File: src/rtl/msi_cap_pkg.sv
package msi_cap_pkg;
  localparam int unsigned REG_AW    = 12;
  localparam int unsigned DATA_W    = 32;
  localparam int unsigned BANK_W    = 32;
  localparam int unsigned NUM_BANKS = 2;
  localparam int unsigned NUM_VEC   = BANK_W * NUM_BANKS;
  localparam int unsigned VEC_IDX_W = $clog2(NUM_VEC);

  localparam logic [REG_AW-1:0] OFS_CAPS    = 12'h300;
  localparam logic [REG_AW-1:0] OFS_CTRL    = 12'h308;
  localparam logic [REG_AW-1:0] OFS_TGT_LO  = 12'h310;
  localparam logic [REG_AW-1:0] OFS_TGT_HI  = 12'h314;
  localparam logic [REG_AW-1:0] OFS_PEND0   = 12'h440;
  localparam logic [REG_AW-1:0] OFS_ENA0    = OFS_PEND0 + REG_AW'(4 * NUM_BANKS);

  localparam int unsigned CTRL_CAPTURE_BIT = 0;
  localparam int unsigned CTRL_RECORD_BIT  = 15;
endpackage

File: src/rtl/msi_target_decode.sv
module msi_target_decode
  import msi_cap_pkg::*;
#(
  parameter int unsigned NVEC = NUM_VEC
) (
  input  logic              fire_i,
  input  logic              arm_i,
  input  logic [63:0]       addr_i,
  input  logic [DATA_W-1:0] data_i,
  input  logic [63:0]       target_i,
  output logic [NVEC-1:0]   set_vec_o,
  output logic              bad_vec_o
);
  localparam int unsigned IW = $clog2(NVEC);

  logic hit;
  logic in_range;

  always_comb begin
    hit       = fire_i && arm_i && (addr_i == target_i);
    in_range  = (data_i < DATA_W'(NVEC));
    set_vec_o = '0;
    if (hit && in_range) set_vec_o[data_i[IW-1:0]] = 1'b1;
    bad_vec_o = hit && !in_range;
  end
endmodule

File: src/rtl/msi_pend_bank.sv
module msi_pend_bank #(
  parameter int unsigned W = 32
) (
  input  logic         clk,
  input  logic         rst_n,
  input  logic [W-1:0] set_i,
  input  logic [W-1:0] clr_i,
  input  logic         ena_we_i,
  input  logic [W-1:0] ena_wdata_i,
  output logic [W-1:0] pend_o,
  output logic [W-1:0] ena_o,
  output logic         irq_o
);
  logic [W-1:0] pend_q;
  logic [W-1:0] ena_q;

  always_ff @(posedge clk or negedge rst_n) begin
    if (!rst_n) begin
      pend_q <= '0;
      ena_q  <= '0;
    end else begin
      pend_q <= (pend_q & ~clr_i) | set_i;
      if (ena_we_i) ena_q <= ena_wdata_i;
    end
  end

  assign pend_o = pend_q;
  assign ena_o  = ena_q;
  assign irq_o  = |(pend_q & ena_q);

  assert_set_wins_R7: assert property (@(posedge clk) disable iff (!rst_n)
    (set_i != '0) |=> ((pend_q & $past(set_i)) == $past(set_i)));

  assert_w1c_R6: assert property (@(posedge clk) disable iff (!rst_n)
    ((clr_i & ~set_i) != '0) |=> ((pend_q & $past(clr_i & ~set_i)) == '0));

  assert_no_spurious_R4: assert property (@(posedge clk) disable iff (!rst_n)
    1'b1 |=> ((pend_q & ~$past(pend_q) & ~$past(set_i)) == '0));
endmodule

File: src/rtl/msi_capture_agg.sv
module msi_capture_agg
  import msi_cap_pkg::*;
(
  input  logic              clk,
  input  logic              rst_n,
  input  logic              in_valid,
  output logic              in_ready,
  input  logic [63:0]       in_addr,
  input  logic [DATA_W-1:0] in_data,
  input  logic              reg_we,
  input  logic [REG_AW-1:0] reg_addr,
  input  logic [DATA_W-1:0] reg_wdata,
  output logic [DATA_W-1:0] reg_rdata,
  output logic              irq_lo,
  output logic              irq_hi,
  output logic              vec_err
);
  logic              cap_en_q, rec_en_q;
  logic [31:0]       tgt_lo_q, tgt_hi_q;
  logic              err_q;
  logic              arm;
  logic [NUM_VEC-1:0] set_vec;
  logic              bad_vec;
  logic [BANK_W-1:0] pend [NUM_BANKS];
  logic [BANK_W-1:0] ena  [NUM_BANKS];
  logic [NUM_BANKS-1:0] irq_b;
  logic [NUM_VEC-1:0] pend_all;

  assign in_ready = rst_n;
  assign arm      = cap_en_q && rec_en_q;

  always_ff @(posedge clk or negedge rst_n) begin
    if (!rst_n) begin
      cap_en_q <= 1'b0;
      rec_en_q <= 1'b0;
      tgt_lo_q <= '0;
      tgt_hi_q <= '0;
      err_q    <= 1'b0;
    end else begin
      if (reg_we && reg_addr == OFS_CTRL) begin
        cap_en_q <= reg_wdata[CTRL_CAPTURE_BIT];
        rec_en_q <= reg_wdata[CTRL_RECORD_BIT];
      end
      if (reg_we && reg_addr == OFS_TGT_LO) tgt_lo_q <= reg_wdata;
      if (reg_we && reg_addr == OFS_TGT_HI) tgt_hi_q <= reg_wdata;
      if (bad_vec) err_q <= 1'b1;
    end
  end

  msi_target_decode #(.NVEC(NUM_VEC)) u_decode (
    .fire_i    (in_valid && in_ready),
    .arm_i     (arm),
    .addr_i    (in_addr),
    .data_i    (in_data),
    .target_i  ({tgt_hi_q, tgt_lo_q}),
    .set_vec_o (set_vec),
    .bad_vec_o (bad_vec)
  );

  for (genvar b = 0; b < NUM_BANKS; b++) begin : g_bank
    localparam logic [REG_AW-1:0] PEND_OFS = OFS_PEND0 + REG_AW'(4 * b);
    localparam logic [REG_AW-1:0] ENA_OFS  = OFS_ENA0  + REG_AW'(4 * b);
    logic [BANK_W-1:0] clr;
    assign clr = (reg_we && reg_addr == PEND_OFS) ? reg_wdata : '0;

    msi_pend_bank #(.W(BANK_W)) u_bank (
      .clk         (clk),
      .rst_n       (rst_n),
      .set_i       (set_vec[b*BANK_W +: BANK_W]),
      .clr_i       (clr),
      .ena_we_i    (reg_we && reg_addr == ENA_OFS),
      .ena_wdata_i (reg_wdata),
      .pend_o      (pend[b]),
      .ena_o       (ena[b]),
      .irq_o       (irq_b[b])
    );
    assign pend_all[b*BANK_W +: BANK_W] = pend[b];
  end

  assign irq_lo  = irq_b[0];
  assign irq_hi  = irq_b[NUM_BANKS-1];
  assign vec_err = err_q;

  always_comb begin
    reg_rdata = '0;
    unique case (reg_addr)
      OFS_CAPS:   reg_rdata = 32'h1;
      OFS_CTRL: begin
        reg_rdata[CTRL_CAPTURE_BIT] = cap_en_q;
        reg_rdata[CTRL_RECORD_BIT]  = rec_en_q;
      end
      OFS_TGT_LO: reg_rdata = tgt_lo_q;
      OFS_TGT_HI: reg_rdata = tgt_hi_q;
      default: begin
        for (int b = 0; b < NUM_BANKS; b++) begin
          if (reg_addr == OFS_PEND0 + REG_AW'(4 * b)) reg_rdata = pend[b];
          if (reg_addr == OFS_ENA0 + REG_AW'(4 * b))  reg_rdata = ena[b];
        end
      end
    endcase
  end

  assert_err_sticky_R5: assert property (@(posedge clk) disable iff (!rst_n)
    vec_err |=> vec_err);

  assert_gate_R2: assert property (@(posedge clk) disable iff (!rst_n)
    !arm |=> ((pend_all & ~$past(pend_all)) == '0));

  assert_ready_R9: assert property (@(posedge clk) disable iff (!rst_n)
    in_ready);
endmodule

File: config.mk
export PLATFORM = sky130hd
export DESIGN_NAME = msi_capture_agg
export DESIGN_NICKNAME = d
export VERILOG_FILES = /design/src/rtl/msi_cap_pkg.sv /design/src/rtl/msi_target_decode.sv /design/src/rtl/msi_pend_bank.sv /design/src/rtl/msi_capture_agg.sv
export SDC_FILE = /design/constraint.sdc
export NUM_CORES = 1
export LEC_CHECK = 0
export BUFFER_PORTS_ARGS = -buffer_cell sky130_fd_sc_hd__buf_4
export CAP_MARGIN = 20
export CORE_MARGIN = 4
export CORE_UTILIZATION = 40
export CTS_CLUSTER_SIZE = 10
export DETAILED_ROUTE_END_ITERATION = 8
export SLEW_MARGIN = 20
export SYNTH_ARGS = -nofsm -noshare
export SYNTH_HDL_FRONTEND = slang
export SYNTH_HIERARCHICAL = 1
export SYNTH_SLANG_ARGS = --single-unit
File: constraint.sdc
create_clock -name clk -period 3 [get_ports clk]
set_input_delay 0.9 -clock clk [delete_from_list [all_inputs] [get_ports clk]]
set_output_delay 0.9 -clock clk [all_outputs]
set_load 0.05 [all_outputs]
==> impl_metrics.yaml, run 1 <==
yosys:
  synth_flop_cell: "dfrtp_1"
  async_reset_ff_share_pct: 100
  ys_types: 52
  yosysMostFrequentCell: "dfrtp_1"
  synth_top_cells_by_count: "dfrtp_1 (195), mux2_2 (121), inv_1 (80), nand2_1 (72), and2_1 (66)"
  yosysWarnings: 6
  synthesis.area_um2: 11700
  synth_top_cell_area_share_pct: 41.6
  synth_edf_count: 0
  ys_ff_latch: 195
  ys_seq_area_share_pct: 41.6
  netlist_instances: 1088
  synthTopCellsByArea: "dfrtp_1 (42%), mux2_2 (12%), nor3_2 (5.2%)"
  syn_nets: 1232
  syn_avg_cell_area_um2: 10.8
  synth.largest_area_cell: "dfrtp_1"
power_and_ir_drop:
  max-vdd-ir-drop_uv: 375
  power_density_nw_per_um2: 362
  leakagePower_nw: 7.25
run:
  cap_violations: 0
floorplan:
  dieArea_um2: 32200
  core_um2: 28900
  num_rows: 62
  die_w_um: 179
  io_pins: 180
  start_util_pct: 40.7
  die_height_um: 179
layout:
  fillers: 2580
  drive_above_1_share_pct: 44.7
  layout.nets: 1462
  n_antenna_cell: 0
  area_growth_syn_to_layout_pct: 34.5
cts:
  clk_path_buf_depth: 2
  clock_latency_ps: 440
  tritoncts: "built"
  cts.sinks: 195
  cts.clk_slew.worst_paths_ps: 70
  cts.htree.levels: 4
  cts_made_buffers: 17
  clock_tree.root_cell: "clkbuf_16"
setup_path:
  slowest_stage: "nor4_4"
  crit_path_end_kind: "primary output"
  reg2reg_to: "g_bank[0].u_bank/pend_o[11]"
  r2r_setup_slack_ps: 630
  crit_family: "buffers and inverters"
  cp_max_fo: 26
  path_buf_inv: 3
  start_kind: "input pin"
  critPathRequiredTime_ps: 2100
  arrival_ps: 2270
  cp-startpoint: "reg_addr[4]"
  slowest_delay_ps: 330
  worstSetupPathType: "input pin to primary output"
  rr_worst_depth: 9
  timing.rr.start: "tgt_hi_q[10]"
  crit_path_cell_trace: "buf_8 > nor4_4 > nand3_4 > buf_12 > o32ai_4 > buf_6"
  cp_num_cells: 6
  cp-endpoint: "reg_rdata[31]"
timing:
  max_freq_mhz: 316
  setup_viol: 27
  fin_crit_sh_pct: 106
  fin_worst_skew_ps: 10.9
  finalHoldViolCount: 0
  setup_ws_ps: -166
  rsz0062_at_grt: "true"
  relSlewSlack_pct: 47.2
  tightest_slew_ps: 789
  tns_ps: -3260
  final.min_clock_period_ps: 3170
  slew_viol_final: 0
status:
  violations: "negative setup slack"
  outcome: "finished, violations left"
routing:
  drtAntennaViolNets: 0
  first_pass_iters: 5
  drc: 0
  wl_per_cell_um: 24.1
  routed_via_density: 5.50
  drt-initial-drc-count: 787
  vias: 9420
  wl_um: 41300
placement:
  dp_worst_setup_slack_ps: -217
  place_congestion: 0.875
  detailedPlacementHpwl_um: 31300
  port_buffers: 179
grt:
  antenna_found_initial: 1
  grt_max_degree: 104
  grt_use_total_pct: 25.6
  use_met2_pct: 43.6
  grt_pass1_vias: 9659
  grt_pass1_wl_um: 60500
  overflow: 0
  grt.met1_usage_pct: 34.3
  use_met3_pct: 3.48
  grt.busiest_layer: "met2"
worst_hold_path:
  hp-class: "flop to flop"
[area by class of cell]
| class | instances | area, um2 | area share [%] |
|---|---|---|---|
| sequential | 195 | 4880 | 30.9 |
| multi-input combinational | 742 | 6900 | 43.7 |
| timing repair buffer | 282 | 2610 | 16.5 |
| clock inverter | 8 | 151 | 0.959 |
| tap | 384 | 480 | 3.04 |
| inverter | 80 | 300 | 1.90 |
| clock buffer | 23 | 468 | 2.96 |
[metrics by stage]
stage | hold slack (ps) | power (mW) | cells | utilization, % | cell area (um2)
floorplan | 467 | 2.89 | 1088 | - | 12400
detailed placement | 496 | 3.28 | 1674 | 51.1 | 14700
global route | 529 | 5.89 | 1714 | 54.7 | 15800
CTS | 511 | 5.73 | 1710 | 54.4 | 15700
global placement | 493 | 3.28 | 1674 | 51.1 | 14700
finish | 514 | 5.71 | 1714 | 54.7 | 15800
[power breakdown]
part	total, mW	internal [mW]	switching (mW)
logic	0.613	0.268	0.346
clock network	2.46	1.44	1.02
registers	2.64	2.64	0.00787
[layout by cell type (no fill, tap or decap), types with 5 or more instances in the layout]
master and n:
mux2_2 121, clkbuf_16 18, a21o_1 64, mux2_1 8, inv_1 80, o32ai_4 29
nor2_1 34, nand4_1 19, buf_6 40, nand2b_1 15, xnor2_1 44, nor4_1 9
buf_12 20, nor3_1 7, nand2_1 72, dfrtp_1 195, mux2_4 30, buf_4 215
o22ai_2 5, nor3_2 60, nor3b_1 6, o2111ai_1 5, nor2b_1 7, and2_1 66
a22oi_1 23, mux2i_1 30, o22ai_1 24, a22oi_2 11
[state kept, by name, indices dropped and copies added (netlist names)]
name                  count
rec_en_q                  1
tgt_lo_q                 32
tgt_hi_q                 32
g_bank.u_bank/pend_o     64
vec_err                   1
cap_en_q                  1
g_bank.u_bank/ena_o      64
[routing by layer]
layer / share of wire (%) / vias up
met5: 0 / -
met4: 2.3 / 0
met3: 4.7 / 52
met2: 49 / 287
met1: 44 / 4751
li1: - / 4330
[worst register-to-register path, delay by kind of cell (launching register included)]
kind                   cells  cell delay, ps
AO/OA/AOI/OAI              1             110
buffers and inverters      3             640
XOR/XNOR                   1             310
flip-flops                 1             400
AND/OR/NAND/NOR            4             870
[logic make-up (layout without fill, tap and decap cells)]
group                     after synthesis  in the layout  synth area share, %
AOI/OAI and AO/OA                     173            173                 11.3
xor gates and xnor gates               44             44                 3.28
buffers and inverters                 151            393                 6.11
DFF                                   195            195                 41.6
muxes                                 193            193                 19.5
and+or+nand+nor                       332            332                 18.2
[how the worst min path moves through the flow]
stage | start | end | cells past startpoint
2_1_floorplan | g_bank[1].u_bank/pend_o[3] | g_bank[1].u_bank/pend_o[3] | 1
3_3_place_gp | g_bank[1].u_bank/pend_o[21] | g_bank[1].u_bank/pend_o[21] | 1
3_5_place_dp | g_bank[1].u_bank/pend_o[21] | g_bank[1].u_bank/pend_o[21] | 1
4_1_cts | g_bank[1].u_bank/pend_o[21] | g_bank[1].u_bank/pend_o[21] | 1
5_1_grt | g_bank[0].u_bank/pend_o[21] | g_bank[0].u_bank/pend_o[21] | 1
6_report | g_bank[1].u_bank/pend_o[21] | g_bank[1].u_bank/pend_o[21] | 1
[repair_timing]
item	CTS	global route
hold buffers	0	0
setup endpoints to repair	34	34
cloned	2	2
buffers inserted	3	2
pin swaps	10	8
resized for setup	64	9
(Power assumes the default switching activity.)
==> inputs of run 2 (changes only) <==
- BUFFER_PORTS_ARGS: -buffer_cell sky130_fd_sc_hd__buf_4 -> -buffer_cell sky130_fd_sc_hd__buf_2
==> run 2 against run 1 <==
The flow still finishes with violations (negative setup slack). Die area stayed put. Wire length shrank 1.3%. Clock power is 4% lower. Via count about the same. Register-to-register slack got worse by 70 ps. Design area fell by 1.4%. Fmax increased by 0.40%. Critical path type unchanged. Hold slack gained 12 ps. Global-route usage barely moved. Combinational power decreased by 9.5%.
==> impl_metrics.yaml, run 2 (same netlist as run 1, synthesis figures left out) <==
status:
  outcome: "finished, violations left"
  violations: "negative setup slack"
power_and_ir_drop:
  max-vdd-ir-drop_uv: 382
  power.internal_mw: 4.11
  p_seq_share_pct: 47.4
  switching_power_mw: 1.46
  switching_share_pct: 26.3
  power_density_nw_per_um2: 358
  leakagePower_nw: 7.19
  total_power_mw: 5.57
  p_comb_share_pct: 10.0
  clkPwrFrac_pct: 42.6
routing:
  drt-initial-drc-count: 755
  vias: 9426
  wl_um: 40800
  routed_via_density: 5.47
  wl_per_cell_um: 23.7
  drc: 0
  first_pass_iters: 4
  drtAntennaViolNets: 0
setup_path:
  reg2reg_to: "g_bank[1].u_bank/pend_o[4]"
  critPathRequiredTime_ps: 2100
  cp_max_fo: 21
  crit_path_end_kind: "primary output"
  timing.rr.start: "tgt_hi_q[18]"
  worstSetupPathType: "input pin to primary output"
  start_kind: "input pin"
  r2r_setup_slack_ps: 560
  rr_worst_depth: 9
  arrival_ps: 2250
timing:
  final.min_clock_period_ps: 3150
  slew_viol_final: 0
  fin_worst_skew_ps: 10.8
  fin_crit_sh_pct: 105
  max_freq_mhz: 317
  tns_ps: -3220
  tightest_slew_ps: 580
  finalHoldViolCount: 0
  setup_ws_ps: -154
  rsz0062_at_grt: "true"
  relSlewSlack_pct: 61.4
  setup_viol: 33
  hold_ws_ps: 526
worst_hold_path:
  worstHoldStart: "g_bank[1].u_bank/pend_o[0]"
  hold_end: "g_bank[1].u_bank/pend_o[0]"
  hp-class: "flop to flop"
  holdPathStages: 1
grt:
  overflow: 0
  antenna_found_initial: 0
  grt_use_total_pct: 25.6
  grt_pass1_vias: 9667
  grt_max_degree: 102
  grt_pass1_wl_um: 60400
layout:
  final_cell_mix: "dfrtp_1 (194), buf_2 (141), mux2_2 (121), inv_1 (80), buf_4 (79)"
  n_antenna_cell: 0
  drive_above_1_share_pct: 46.0
  area_growth_syn_to_layout_pct: 32.6
  seq_area_um2: 4880
  fillers: 2592
  multiInputGateArea_um2: 6930
  layout.nets: 1471
  final_common_cell: "dfrtp_1"
floorplan:
  die_height_um: 179
  dieArea_um2: 32200
  num_rows: 62
  io_pins: 180
  core_um2: 28900
  die_w_um: 179
  start_util_pct: 40.7
cts:
  clock_tree.root_cell: "clkbuf_16"
  clk_path_buf_depth: 2
  cts_made_buffers: 17
  clock_latency_ps: 450
  cts.clk_slew.worst_paths_ps: 80
  tritoncts: "built"
  cts.htree.levels: 4
  cts.sinks: 195
placement:
  port_buffers: 179
  place_congestion: 0.912
  dp_worst_setup_slack_ps: -271
  detailedPlacementHpwl_um: 30700
run:
  cap_violations: 0
==> run 2: cell count changes in the layout (fill, tap and decap cells not counted), moves of 3 or more <==
cell      delta
a22oi_1      -6
clkinv_4     +3
inv_6        +4
buf_4      -136
clkbuf_1     -4
buf_12       +6
buf_2      +141
a22oi_2      +6
==> run 2: layout make-up <==
| type | instances | share of cell area (%) |
|---|---|---|
| multi-input cells | 742 | 44.5 |
| flip-flops and latches | 195 | 31.4 |
| repair buffers | 291 | 15.3 |
| well taps | 384 | 3.09 |
| clock buffers | 17 | 2.73 |
| inverters | 80 | 1.93 |
| clock inverters | 15 | 1.09 |
==> run 2: layer usage <==
metal  global-route usage [%]  part of all wire (%)  vias to the layer above
met4                     9.43                   3.4                        0
met2                     42.4                    48                      307
met5                        0                     0                        -
met1                     33.8                    43                     4723
met3                     4.56                   5.4                       65
li1                         -                     -                     4331
==> run 2: power by group through the flow <==
| stage | registers (mW) | logic [mW] | clock network [mW] |
|---|---|---|---|
| finish | 2.64 | 0.555 | 2.37 |
| detailed placement | 2.69 | 0.533 | 0 |
| CTS | 2.64 | 0.557 | 2.41 |
| floorplan | 2.69 | 0.203 | 0 |
| global placement | 2.69 | 0.529 | 0 |
| global route | 2.64 | 0.597 | 2.52 |
==> run 2: worst max path at each step <==
stage / endpoint / slack, ps / start / cells past startpoint
CTS: reg_rdata[6] / -140 / reg_addr[8] / 6
finish: reg_rdata[16] / -150 / reg_addr[9] / 6
detailed placement: reg_rdata[30] / -270 / reg_addr[9] / 6
floorplan: reg_rdata[10] / -120 / reg_addr[9] / 4
global route: reg_rdata[16] / -180 / reg_addr[9] / 6
global placement: reg_rdata[31] / -230 / reg_addr[9] / 6
==> run 2: timing repair <==
action / in CTS / in global routing
endpoints found under the setup margin: 34 / 34
hold endpoints to repair: 0 / 0
resized for setup: 99 / 14
pin swaps: 22 / 12
buffers inserted: 9 / 4
gates cloned: 3 / 0
hold buffers: 0 / 0
==> run 2: worst max-delay path: stages <==
cell	delay, ps
buf_2	120
nor4_4	340
nand3_4	130
buf_12	200
o32ai_4	320
buf_6	200
==> run 2: stage by stage <==
step,std cells,util (%),cell area [um2]
3_3_place_gp,1677,49.8,14400
6_report,1724,53.9,15600
4_1_cts,1721,53.8,15500
3_5_place_dp,1677,49.8,14400
5_1_grt,1724,53.9,15600
2_1_floorplan,1088,-,12400
==> inputs of run 3 (changes only) <==
- CORE_ASPECT_RATIO: default -> 0.6
- CTS_CLUSTER_SIZE: 10 -> 40
==> run 3 against run 2 <==
Fmax is 2.9% lower. Largest cell class unchanged. Combinational power is 2% lower. The flow still finishes with violations (negative setup slack). Design area is 1.3% lower. Critical path depth is 1 higher. Sequential cell count stayed put. Clock power is 3% lower. Wire length is 0.87% higher. Critical path type unchanged. Via count is 1.5% higher. Register-to-register slack worse by 70 ps. Die area is 0.28% higher. Sequential power hardly changed.
==> impl_metrics.yaml, run 3 (same netlist as run 1, synthesis figures left out) <==
grt:
  grt_max_degree: 140
  grt_use_total_pct: 25.5
  grt_pass1_vias: 9773
  overflow: 0
  antenna_found_initial: 2
  grt_pass1_wl_um: 61800
routing:
  wl_um: 41100
  wirelength_met1_um: 19300
  highest_layer: "met5"
  drtAntennaViolNets: 0
  met2_wirelength_um: 18100
  wl_met3_um: 3100
  first_pass_iters: 5
  routed_via_density: 5.61
  wl_per_cell_um: 24.1
  vias: 9564
  drc: 0
  drt-initial-drc-count: 774
placement:
  port_buffers: 179
  detailedPlacementHpwl_um: 30600
  place_congestion: 0.979
  post-place-cells: 1666
setup_path:
  timing.rr.start: "tgt_lo_q[24]"
  crit_path_end_kind: "primary output"
  worstSetupPathType: "input pin to primary output"
  critPathRequiredTime_ps: 2100
  arrival_ps: 2350
  cp-startpoint: "reg_addr[8]"
  cp_max_fo: 8
  start_kind: "input pin"
run:
  cap_violations: 0
cts:
  cts_hold_buf: 0
  cts.clk_slew.worst_paths_ps: 70
  clock_tree.root_cell: "clkbuf_16"
  tritoncts: "built"
  clock_latency_ps: 460
  cts.htree.levels: 4
  cts.sinks: 195
  cts_made_buffers: 17
  clk_path_buf_depth: 2
status:
  outcome: "finished, violations left"
  violations: "negative setup slack"
layout:
  fin_util_pct: 53.3
  fillers: 2580
  finalNonFillerCells: 1705
  drive_above_1_share_pct: 45.1
  seq_area_um2: 4880
  multiInputGateArea_um2: 6890
  final_cell_mix: "dfrtp_1 (194), buf_2 (140), mux2_2 (121), inv_1 (80), buf_4 (76)"
  final_common_cell: "dfrtp_1"
  area_growth_syn_to_layout_pct: 30.8
  layout.nets: 1461
power_and_ir_drop:
  power_density_nw_per_um2: 357
  max-vdd-ir-drop_uv: 421
  p_seq_share_pct: 48.2
  power.internal_mw: 4.05
  clkPwrFrac_pct: 41.9
  switching_share_pct: 26.3
  leakagePower_nw: 7.09
  switching_power_mw: 1.44
  p_comb_share_pct: 9.9
  total_power_mw: 5.49
floorplan:
  start_util_pct: 40.7
  core_um2: 28800
  die_w_um: 229
  num_rows: 48
  io_pins: 180
  die_height_um: 141
  dieArea_um2: 32200
worst_hold_path:
  hp-class: "flop to flop"
  worstHoldStart: "vec_err"
timing:
  max_freq_mhz: 308
  setup_ws_ps: -247
  rsz0062_at_grt: "true"
  relSlewSlack_pct: 46.0
  tightest_slew_ps: 809
  setup_viol: 33
  fin_crit_sh_pct: 108
  fin_worst_skew_ps: 12.8
  final.min_clock_period_ps: 3250
  finalHoldViolCount: 0
  slew_viol_final: 0
## run 3: cell types whose count changed in the layout (fill, tap and decap cells not counted), moves of 2 or more
cell        before  now
a22oi_1         17   21
a22oi_2         17   13
buf_12          26   20
buf_4           79   76
clkbuf_8         1    3
clkinv_4         4    2
clkinvlp_4       1    3
## run 3: critical path: stages
cell and delay, ps:
buf_6 100, nor4_4 370, nand3_4 120, buf_12 170
buf_16 170, o32ai_4 300, buf_6 210
## run 3: through the flow
| stage | area (um2) | TNS [ps] | hold WS (ps) | worst slack, ps |
|---|---|---|---|---|
| after floorplan | 12400 | -3090 | 467 | -124 |
| after global placement | 14300 | -8010 | 453 | -301 |
| after detailed placement | 14300 | -8740 | 467 | -326 |
| after CTS | 15300 | -5100 | 483 | -212 |
| after global routing | 15400 | -6320 | 493 | -252 |
| final | 15400 | -5200 | 482 | -247 |
## run 3: repair_timing
| action | 4_1_cts | 5_1_grt |
|---|---|---|
| gates cloned | 3 | 0 |
| gates resized for setup | 92 | 12 |
| endpoints found under the setup margin | 34 | 34 |
| pin swaps | 28 | 12 |
| buffers inserted | 3 | 1 |
## run 3: worst paths after layout
check | end | slack [ps] | cells past startpoint
setup reg to reg | g_bank[1].u_bank/pend_o[24] | 490 | 8
hold reg to reg | vec_err | 480 | 1
max in group asynchronous | g_bank[1].u_bank/pend_o[0] | 1200 | 3
hold / removal | vec_err | 480 | 1
min in group asynchronous | tgt_hi_q[27] | 600 | 2
setup / recovery | reg_rdata[12] | -250 | 7
## run 3: final cells by class
| class | count | share of cell area [%] |
|---|---|---|
| antenna | 1 | 0.0163 |
| clock inverter | 12 | 0.806 |
| clock buffer | 19 | 2.95 |
| multi-input combinational | 742 | 44.9 |
| sequential | 195 | 31.8 |
| tap | 375 | 3.05 |
| timing repair buffer | 281 | 14.6 |
| inverter | 80 | 1.95 |
## run 3: power groups by stage
stage	registers (mW)	clock network [mW]	logic, mW
5_1_grt	2.64	2.45	0.583
2_1_floorplan	2.69	0	0.203
3_5_place_dp	2.69	0	0.526
4_1_cts	2.64	2.34	0.544
3_3_place_gp	2.69	0	0.524
6_report	2.64	2.30	0.545
## run 3: layer usage
metal | vias to the layer above | track usage [%]
met3 | 45 | 6.40
met2 | 345 | 38.6
met5 | - | 0
met1 | 4833 | 37.0
met4 | 2 | 5.57
li1 | 4339 | -
